$ cat config.mk
export PLATFORM = sky130hd
export DESIGN_NAME = npc_unit
export DESIGN_NICKNAME = d
export VERILOG_FILES = /design/src/rtl/npc_pkg.sv /design/src/rtl/npc_compare.sv /design/src/rtl/npc_target.sv /design/src/rtl/npc_unit.sv
export SDC_FILE = /design/constraint.sdc
export NUM_CORES = 1
export LEC_CHECK = 0
export ABC_AREA = 1
export BUFFER_PORTS_ARGS = -buffer_cell sky130_fd_sc_hd__clkbuf_2
export CAP_MARGIN = 20
export CORE_ASPECT_RATIO = 1.1
export CORE_MARGIN = 5
export CORE_UTILIZATION = 47
export DETAILED_ROUTE_END_ITERATION = 16
export PLACE_DENSITY = 0.73
export SETUP_SLACK_MARGIN = 0.3
export SYNTH_ARGS = -nofsm -noshare
export SYNTH_HDL_FRONTEND = slang
export SYNTH_SLANG_ARGS = --single-unit
$ cat constraint.sdc
create_clock -name clk_i -period 3 [get_ports clk_i]
set_input_delay 0.3 -clock clk_i [delete_from_list [all_inputs] [get_ports clk_i]]
set_output_delay 0.3 -clock clk_i [all_outputs]
set_load 0.05 [all_outputs]
$ cat src/rtl/npc_pkg.sv
package npc_pkg;
  localparam int CTRL_W = 3;

  typedef enum logic [CTRL_W-1:0] {
    NPC_SEQ  = 3'd0,
    NPC_BEQ  = 3'd1,
    NPC_BNE  = 3'd2,
    NPC_JMP  = 3'd3,
    NPC_JREG = 3'd4
  } npc_op_e;
endpackage

$ cat src/rtl/npc_compare.sv
module npc_compare #(
  parameter int DATA_W = 32
) (
  input  logic [DATA_W-1:0] a_i,
  input  logic [DATA_W-1:0] b_i,
  output logic              eq_o
);
  logic [DATA_W-1:0] diff;

  assign diff = a_i ^ b_i;
  assign eq_o = ~|diff;
endmodule

$ cat src/rtl/npc_target.sv
module npc_target
  import npc_pkg::*;
#(
  parameter int PC_W  = 32,
  parameter int OFF_W = 16,
  parameter int IDX_W = 26
) (
  input  logic [PC_W-1:0]   pc_i,
  input  logic [CTRL_W-1:0] ctrl_i,
  input  logic              eq_i,
  input  logic [PC_W-1:0]   reg_tgt_i,
  input  logic [OFF_W-1:0]  offset_i,
  input  logic [IDX_W-1:0]  index_i,
  output logic [PC_W-1:0]   next_o,
  output logic              take_o,
  output logic              misal_o
);
  localparam int WSH  = 2;
  localparam int HI_W = PC_W - IDX_W - WSH;
  localparam int EXT  = PC_W - OFF_W - WSH;

  npc_op_e           op;
  logic [PC_W-1:0]   pc_plus;
  logic [PC_W-1:0]   disp;
  logic [PC_W-1:0]   br_tgt;
  logic [PC_W-1:0]   jmp_tgt;

  assign op      = npc_op_e'(ctrl_i);
  assign pc_plus = pc_i + PC_W'(4);
  assign disp    = {{EXT{offset_i[OFF_W-1]}}, offset_i, {WSH{1'b0}}};
  assign br_tgt  = pc_plus + disp;
  assign jmp_tgt = {pc_plus[PC_W-1 -: HI_W], index_i, {WSH{1'b0}}};

  always_comb begin
    next_o  = pc_plus;
    take_o  = 1'b0;
    misal_o = 1'b0;
    case (op)
      NPC_BEQ: if (eq_i) begin
        next_o = br_tgt;
        take_o = 1'b1;
      end
      NPC_BNE: if (!eq_i) begin
        next_o = br_tgt;
        take_o = 1'b1;
      end
      NPC_JMP: begin
        next_o = jmp_tgt;
        take_o = 1'b1;
      end
      NPC_JREG: begin
        next_o  = reg_tgt_i;
        take_o  = 1'b1;
        misal_o = |reg_tgt_i[WSH-1:0];
      end
      default: ;
    endcase
  end
endmodule

$ cat src/rtl/npc_unit.sv
module npc_unit
  import npc_pkg::*;
#(
  parameter int          PC_W      = 32,
  parameter int          OFF_W     = 16,
  parameter int          IDX_W     = 26,
  parameter logic [31:0] RESET_VEC = 32'h0000_1000
) (
  input  logic              clk_i,
  input  logic              rst_i,
  input  logic              advance_i,
  input  logic [CTRL_W-1:0] ctrl_i,
  input  logic [PC_W-1:0]   opa_i,
  input  logic [PC_W-1:0]   opb_i,
  input  logic [OFF_W-1:0]  offset_i,
  input  logic [IDX_W-1:0]  index_i,
  output logic [PC_W-1:0]   pc_o,
  output logic              taken_o,
  output logic              misalign_o
);
  logic            eq;
  logic [PC_W-1:0] nxt;
  logic            take_c;
  logic            misal_c;
  logic [PC_W-1:0] pc_q;
  logic            taken_q;
  logic            misal_q;

  npc_compare #(.DATA_W(PC_W)) u_cmp (
    .a_i (opa_i),
    .b_i (opb_i),
    .eq_o(eq)
  );

  npc_target #(.PC_W(PC_W), .OFF_W(OFF_W), .IDX_W(IDX_W)) u_tgt (
    .pc_i     (pc_q),
    .ctrl_i   (ctrl_i),
    .eq_i     (eq),
    .reg_tgt_i(opa_i),
    .offset_i (offset_i),
    .index_i  (index_i),
    .next_o   (nxt),
    .take_o   (take_c),
    .misal_o  (misal_c)
  );

  always_ff @(posedge clk_i) begin
    if (rst_i) begin
      pc_q    <= PC_W'(RESET_VEC);
      taken_q <= 1'b0;
      misal_q <= 1'b0;
    end else begin
      if (advance_i) pc_q <= nxt;
      taken_q <= advance_i & take_c;
      misal_q <= advance_i & misal_c;
    end
  end

  assign pc_o       = pc_q;
  assign taken_o    = taken_q;
  assign misalign_o = misal_q;

  assert_hold_R8: assert property (@(posedge clk_i) disable iff (rst_i)
    !advance_i |=> $stable(pc_q) && !taken_q && !misal_q);

  assert_seq_R2: assert property (@(posedge clk_i) disable iff (rst_i)
    (advance_i && ctrl_i == NPC_SEQ) |=> (pc_q == $past(pc_q) + PC_W'(4)) && !taken_q);

  assert_jump_R5: assert property (@(posedge clk_i) disable iff (rst_i)
    (advance_i && ctrl_i == NPC_JMP) |=> taken_q && (pc_q[IDX_W+1:0] == {$past(index_i), 2'b00}));

  assert_jreg_R6: assert property (@(posedge clk_i) disable iff (rst_i)
    (advance_i && ctrl_i == NPC_JREG) |=> taken_q && (pc_q == $past(opa_i)));

  assert_misal_R7: assert property (@(posedge clk_i) disable iff (rst_i)
    misal_q |-> (pc_q[1:0] != 2'b00) && taken_q);

  assert_beq_R3: assert property (@(posedge clk_i) disable iff (rst_i)
    (advance_i && ctrl_i == NPC_BEQ && opa_i != opb_i) |=> !taken_q && (pc_q == $past(pc_q) + PC_W'(4)));
endmodule

After elaboration in Yosys (flattened, before gate mapping) --
Cells that the tools add are included.
Word-level totals: register bits after elaboration 34, bits of input ports 112, logic and storage cells 22
Operators by class: $add $sub $neg 2, eq/ne operators 4, mux-type cells 7, bitwise gates (word level) 3, reductions and logical operators 3
Operators with widths (number):
- $pmux W32 S4 | 1
- $mux W32 | 2
- $add A32 B3 Y32 const B | 1
- $add A32 B32 Y32 | 1
- $reduce_or A32 Y1 | 1
- $xor A32 B32 Y32 | 1
- $eq A3 B2 Y1 const B | 2
- $reduce_or A2 Y1 | 2
- $eq A3 B1 Y1 const B | 1
- $eq A3 B3 Y1 const B | 1
- $mux W1 | 3
- $pmux W1 S3 | 1
- $and A1 B1 Y1 | 2

Logic depth before layout (Yosys ltp) --
depth in word-level cells 5, depth in mapped cells 24, mapped depth without buffers 24

Modules after synthesis --
Synthesis repeated with hierarchy kept, for this count alone.
Second synthesis, totals: cell total of the unflattened synthesis 1164, area total of the unflattened synthesis 5939.4 um^2
Modules (own cells, without submodules):
- npc_target | times used 1, cells each 788, area an instance 3930.0 um^2
- npc_unit | times used 1, cells each 208, area an instance 1363.8 um^2
- npc_compare | times used 1, cells each 168, area an instance 645.6 um^2

Worst setup path before layout --
OpenSTA, ideal clock, no wires.
kind reg-to-reg, from reg pc_q[2], in the netlist pc_o[2], to reg pc_q[27], in the netlist pc_o[27], setup time 0.056 ns, data arrival time 3.150 ns, data required time 2.944 ns, setup slack -0.206 ns, stages on the path, launching flop included 22, buffers on the path 0, cell sequence dfxtp_1 ha_1 nand2_2 nor2_4 nand4_2 nor3b_2 nand3_1 xor2_1 inv_1 ha_1 nand2_1 nor2_1 inv_1 nor3_1 nand3_1 nand3_1 nor2_1 nor2_1 nand2_1 nand3_1 nand2_1 inv_1
On the way: longest elaborated chain between the ends 4
Ends and longest elaborated chain:
- start: declaration | RTL line npc_unit.sv:25 | logic [PC_W-1:0] pc_q;
- start signal: assignment | RTL line npc_unit.sv:49 | pc_q <= PC_W'(RESET_VEC);
- start signal: assignment | RTL line npc_unit.sv:53 | if (advance_i) pc_q <= nxt;
- $add A32 B3 Y32 (*) | RTL line npc_target.sv:29 | assign pc_plus = pc_i + PC_W'(4);
- $add A32 B32 Y32 | RTL line npc_target.sv:31 | assign br_tgt = pc_plus + disp;
- $mux W32 (on tied branches) | RTL line npc_target.sv:43, npc_target.sv:39
- $pmux W32 S4 (*) | RTL line npc_target.sv:38 | case (op)
Every way passes the cells marked *; elsewhere a longest branch is shown, timed or not. A chain may end at the register's enable or synchronous reset.

Final worst setup path --
from reg pc_q[3], in the netlist pc_o[3], to reg pc_q[30], in the netlist pc_o[30]
The elaborated chain is that of the path after synthesis.

==> flow_summary.json <==
{
  "grt_pass1_vias": 6855,
  "antenna_cells": 0,
  "path_cells": "ha_4 -> nand2_4 -> nor2_4 -> nand4_4 -> nor3b_4 -> nand3_2 -> xor2_2 -> inv_2 -> ha_4 -> buf_12 -> nand2_2 -> buf_4 -> nor2_1 -> nand2_1 -> nand2_1 -> a21oi_2 -> nand2_1 -> nand2_1 -> nand3_2 -> nand4_1 -> nand2_1 -> inv_1",
  "clock_path_buffers": 2,
  "busiest_layer": "met2",
  "core_area_um2": 11500,
  "yosys_warnings": 0,
  "ir_drop_mv": 0.211,
  "final-hold-violation-count": 0,
  "drv_cap": 0,
  "synth_top_family_by_area": "simple AND/OR/NAND/NOR gates",
  "cp_common_cell": "nand2_1",
  "cp_data_required_time_ps": 3190,
  "synthAdderAreaFrac_pct": 8.53,
  "clkTransAtPathRegs_ps": 60,
  "synth_edf_count": 0,
  "ctsHtreeMaxLevel": 2,
  "gp_congestion": 1.00,
  "fmax_ghz": 0.339,
  "grt_pass1_wl_um": 33100,
  "setup_tns_ps": 0,
  "gr-usage-met3_pct": 4.81,
  "antenna_found_initial": 0,
  "finalCritPeriodShare_pct": 98.3,
  "worst_slew_pin_slew_ps": 1030,
  "met1_usage_pct": 37.8,
  "holdCritPathClass": "in -> reg",
  "switchingPower_w": 0.00109,
  "drt_drc_violations_left": 0,
  "synth_top_cell_by_area": "nand2_1",
  "power.share.clock_pct": 22.7,
  "endpoint_kind": "flip-flop",
  "dr.pass1.iters": 5,
  "power.leakage_nw": 4.17,
  "fin_crit_ps": 2950,
  "avgSynthCellArea_um2": 5.59,
  "die_x_um": 113,
  "setup_viol_count_final": 0,
  "yosysSeqAreaShare_pct": 12.3,
  "maxSlewHeadroom_pct": 31.4,
  "rsz0062_at_grt": "true",
  "vias_per_cell": 5.34,
  "final_cell_mix": "nand2_1, clkbuf_2, inv_1",
  "ys.flop_type": "dfxtp_1",
  "arrival_ps": 3140,
  "fin_ws_ps": 49.9,
  "cpMaxStageDelayCell": "dfxtp_4",
  "synth_xor_area_share_pct": 8.42,
  "clock-sinks": 34,
  "synth_compound_area_share_pct": 14.7,
  "async_flop_share_pct": 0,
  "cts-root-buf": "clkbuf_16",
  "yosysTopAreaCellShare_pct": 20.6,
  "synth-seq-cells": 34,
  "drive_gt1_share_pct": 37.5,
  "via_count": 7277,
  "first_iter_violations": 648,
  "layout_commonest_cell": "nand2_1",
  "yosys.cell_types.count": 48,
  "place_ws_ps": -301,
  "tritoncts": "done",
  "dieArea_um2": 14000,
  "p_int_w": 0.00139,
  "outcome": "complete, no violations",
  "wl_per_cell_um": 16.2,
  "synth_area_um2": 5510,
  "routed_wl_um": 22100,
  "cp_max_fo": 4,
  "combPwrFrac_pct": 55.6,
  "seq_power_share_pct": 21.8,
  "hold_buffers": 0,
  "syn-num-nets": 1135,
  "hpwl_um": 17300,
  "cp-start-kind": "flip-flop",
  "powerDensity_nw_per_um2": 307,
  "cpPeakStageDelay_ps": 370,
  "worstSetupPathType": "reg -> reg",
  "skew_ps": 8.58,
  "start_util_pct": 48.0,
  "utilization_pct": 70.0,
  "rows": 41,
  "grt_usage_pct": 30.3,
  "fill_cells": 1023,
  "grt_use_met2_pct": 50.6,
  "io_buffer_count": 145,
  "drtAntennaViolNets": 0,
  "grt_max_degree": 31,
  "nNetsFinal": 1362,
  "syn_to_final_growth_pct": 46.0,
  "clk_latency_ps": 290,
  "yosys.area_share.simple_pct": 43.9,
  "swShare_pct": 44.0,
  "synthMuxAreaShare_pct": 0,
  "numCtsBuffers": 5,
  "ioPinCount": 146,
  "synthCells": 986,
  "grt_overflow": 0,
  "die_y_um": 124,
  "maxSlewViolCount": 0,
  "synth.top_cells.by_area": "nand2_1, dfxtp_1, inv_1"
}
## synthesized netlist by cell type, types with 16 or more instances
cell type and number:
a21oi_1 51, a221oi_1 16, dfxtp_1 34, ha_1 36, inv_1 145, nand2_1 303, nand3_1 60, nand4_1 17
nor2_1 123, o21ai_0 30, xnor2_1 29, xor2_1 24
## cell families after synthesis
kind of cell	count (synthesis)
buffers and inverters	172
flip-flops	34
AND/OR/NAND/NOR	558
adder cells (fa/ha/maj)	37
XOR/XNOR	53
AO/OA/AOI/OAI	132
## flip-flops by register name (all words and copies together), names as in the netlist
signal,cells
taken_o,1
pc_o,32
misalign_o,1
## worst max-delay path, delay by kind of cell (launching register included)
kind | cells | cell delay (ps)
compound gates | 1 | 50
fa+ha+maj | 2 | 460
buf+inv | 4 | 360
simple gates | 14 | 1440
flops | 1 | 370
xor+xnor | 1 | 190
## cell type report
class,instances,area (um^2),share of cell area (%)
multi-input combinational,780,4960,61.7
timing repair buffer,236,1440,17.8
sequential,34,714,8.88
tap,150,188,2.33
clock buffer,8,158,1.96
inverter,156,591,7.34
## path summary, 6_finish.rpt
check	end	cells past startpoint	slack, ps	startpoint
max	pc_o[30]$_SDFFE_PP0P_	22	50	pc_o[3]$_SDFFE_PP0P_
min	pc_o[0]$_SDFFE_PP0P_	3	300	opa_i[0]
max reg2reg	pc_o[30]$_SDFFE_PP0P_	22	50	pc_o[3]$_SDFFE_PP0P_
min reg2reg	pc_o[0]$_SDFFE_PP0P_	2	490	pc_o[0]$_SDFFE_PP0P_
## power by group through the flow
stage	clock network [W]	logic (W)	registers [W]
2_1_floorplan	0	0.000603	0.000654
3_3_place_gp	0	0.00111	0.000544
3_5_place_dp	0	0.00111	0.000545
4_1_cts	0.000564	0.00121	0.000535
5_1_grt	0.000585	0.00148	0.000542
6_report	0.000560	0.00137	0.000538
## metrics by stage
step | instance area [um^2] | std cells | total power, W | hold slack (ps)
2_1_floorplan | 5580 | 986 | 0.00126 | 448
3_3_place_gp | 6880 | 1326 | 0.00166 | 470
3_5_place_dp | 6880 | 1326 | 0.00166 | 489
4_1_cts | 7480 | 1347 | 0.00231 | 302
5_1_grt | 8050 | 1364 | 0.00261 | 328
6_report | 8050 | 1364 | 0.00247 | 303
## what timing repair did
action,CTS,global route
endpoints found under the setup margin,20,21
endpoints found under the hold margin,0,0
setup buffers,13,17
resized for setup,85,101
pin swaps,36,36
## routing by layer
metal  routed length, um  vias to the layer above  share of wire [%]
met1                9080                     3246                 41
li1                    -                     3609                  -
met3                1790                       77                8.1
met4                 991                        0                4.5
met2               10300                      345                 46
met5                   0                        -                  0
Note: power is estimated with default switching activity, not from simulation.
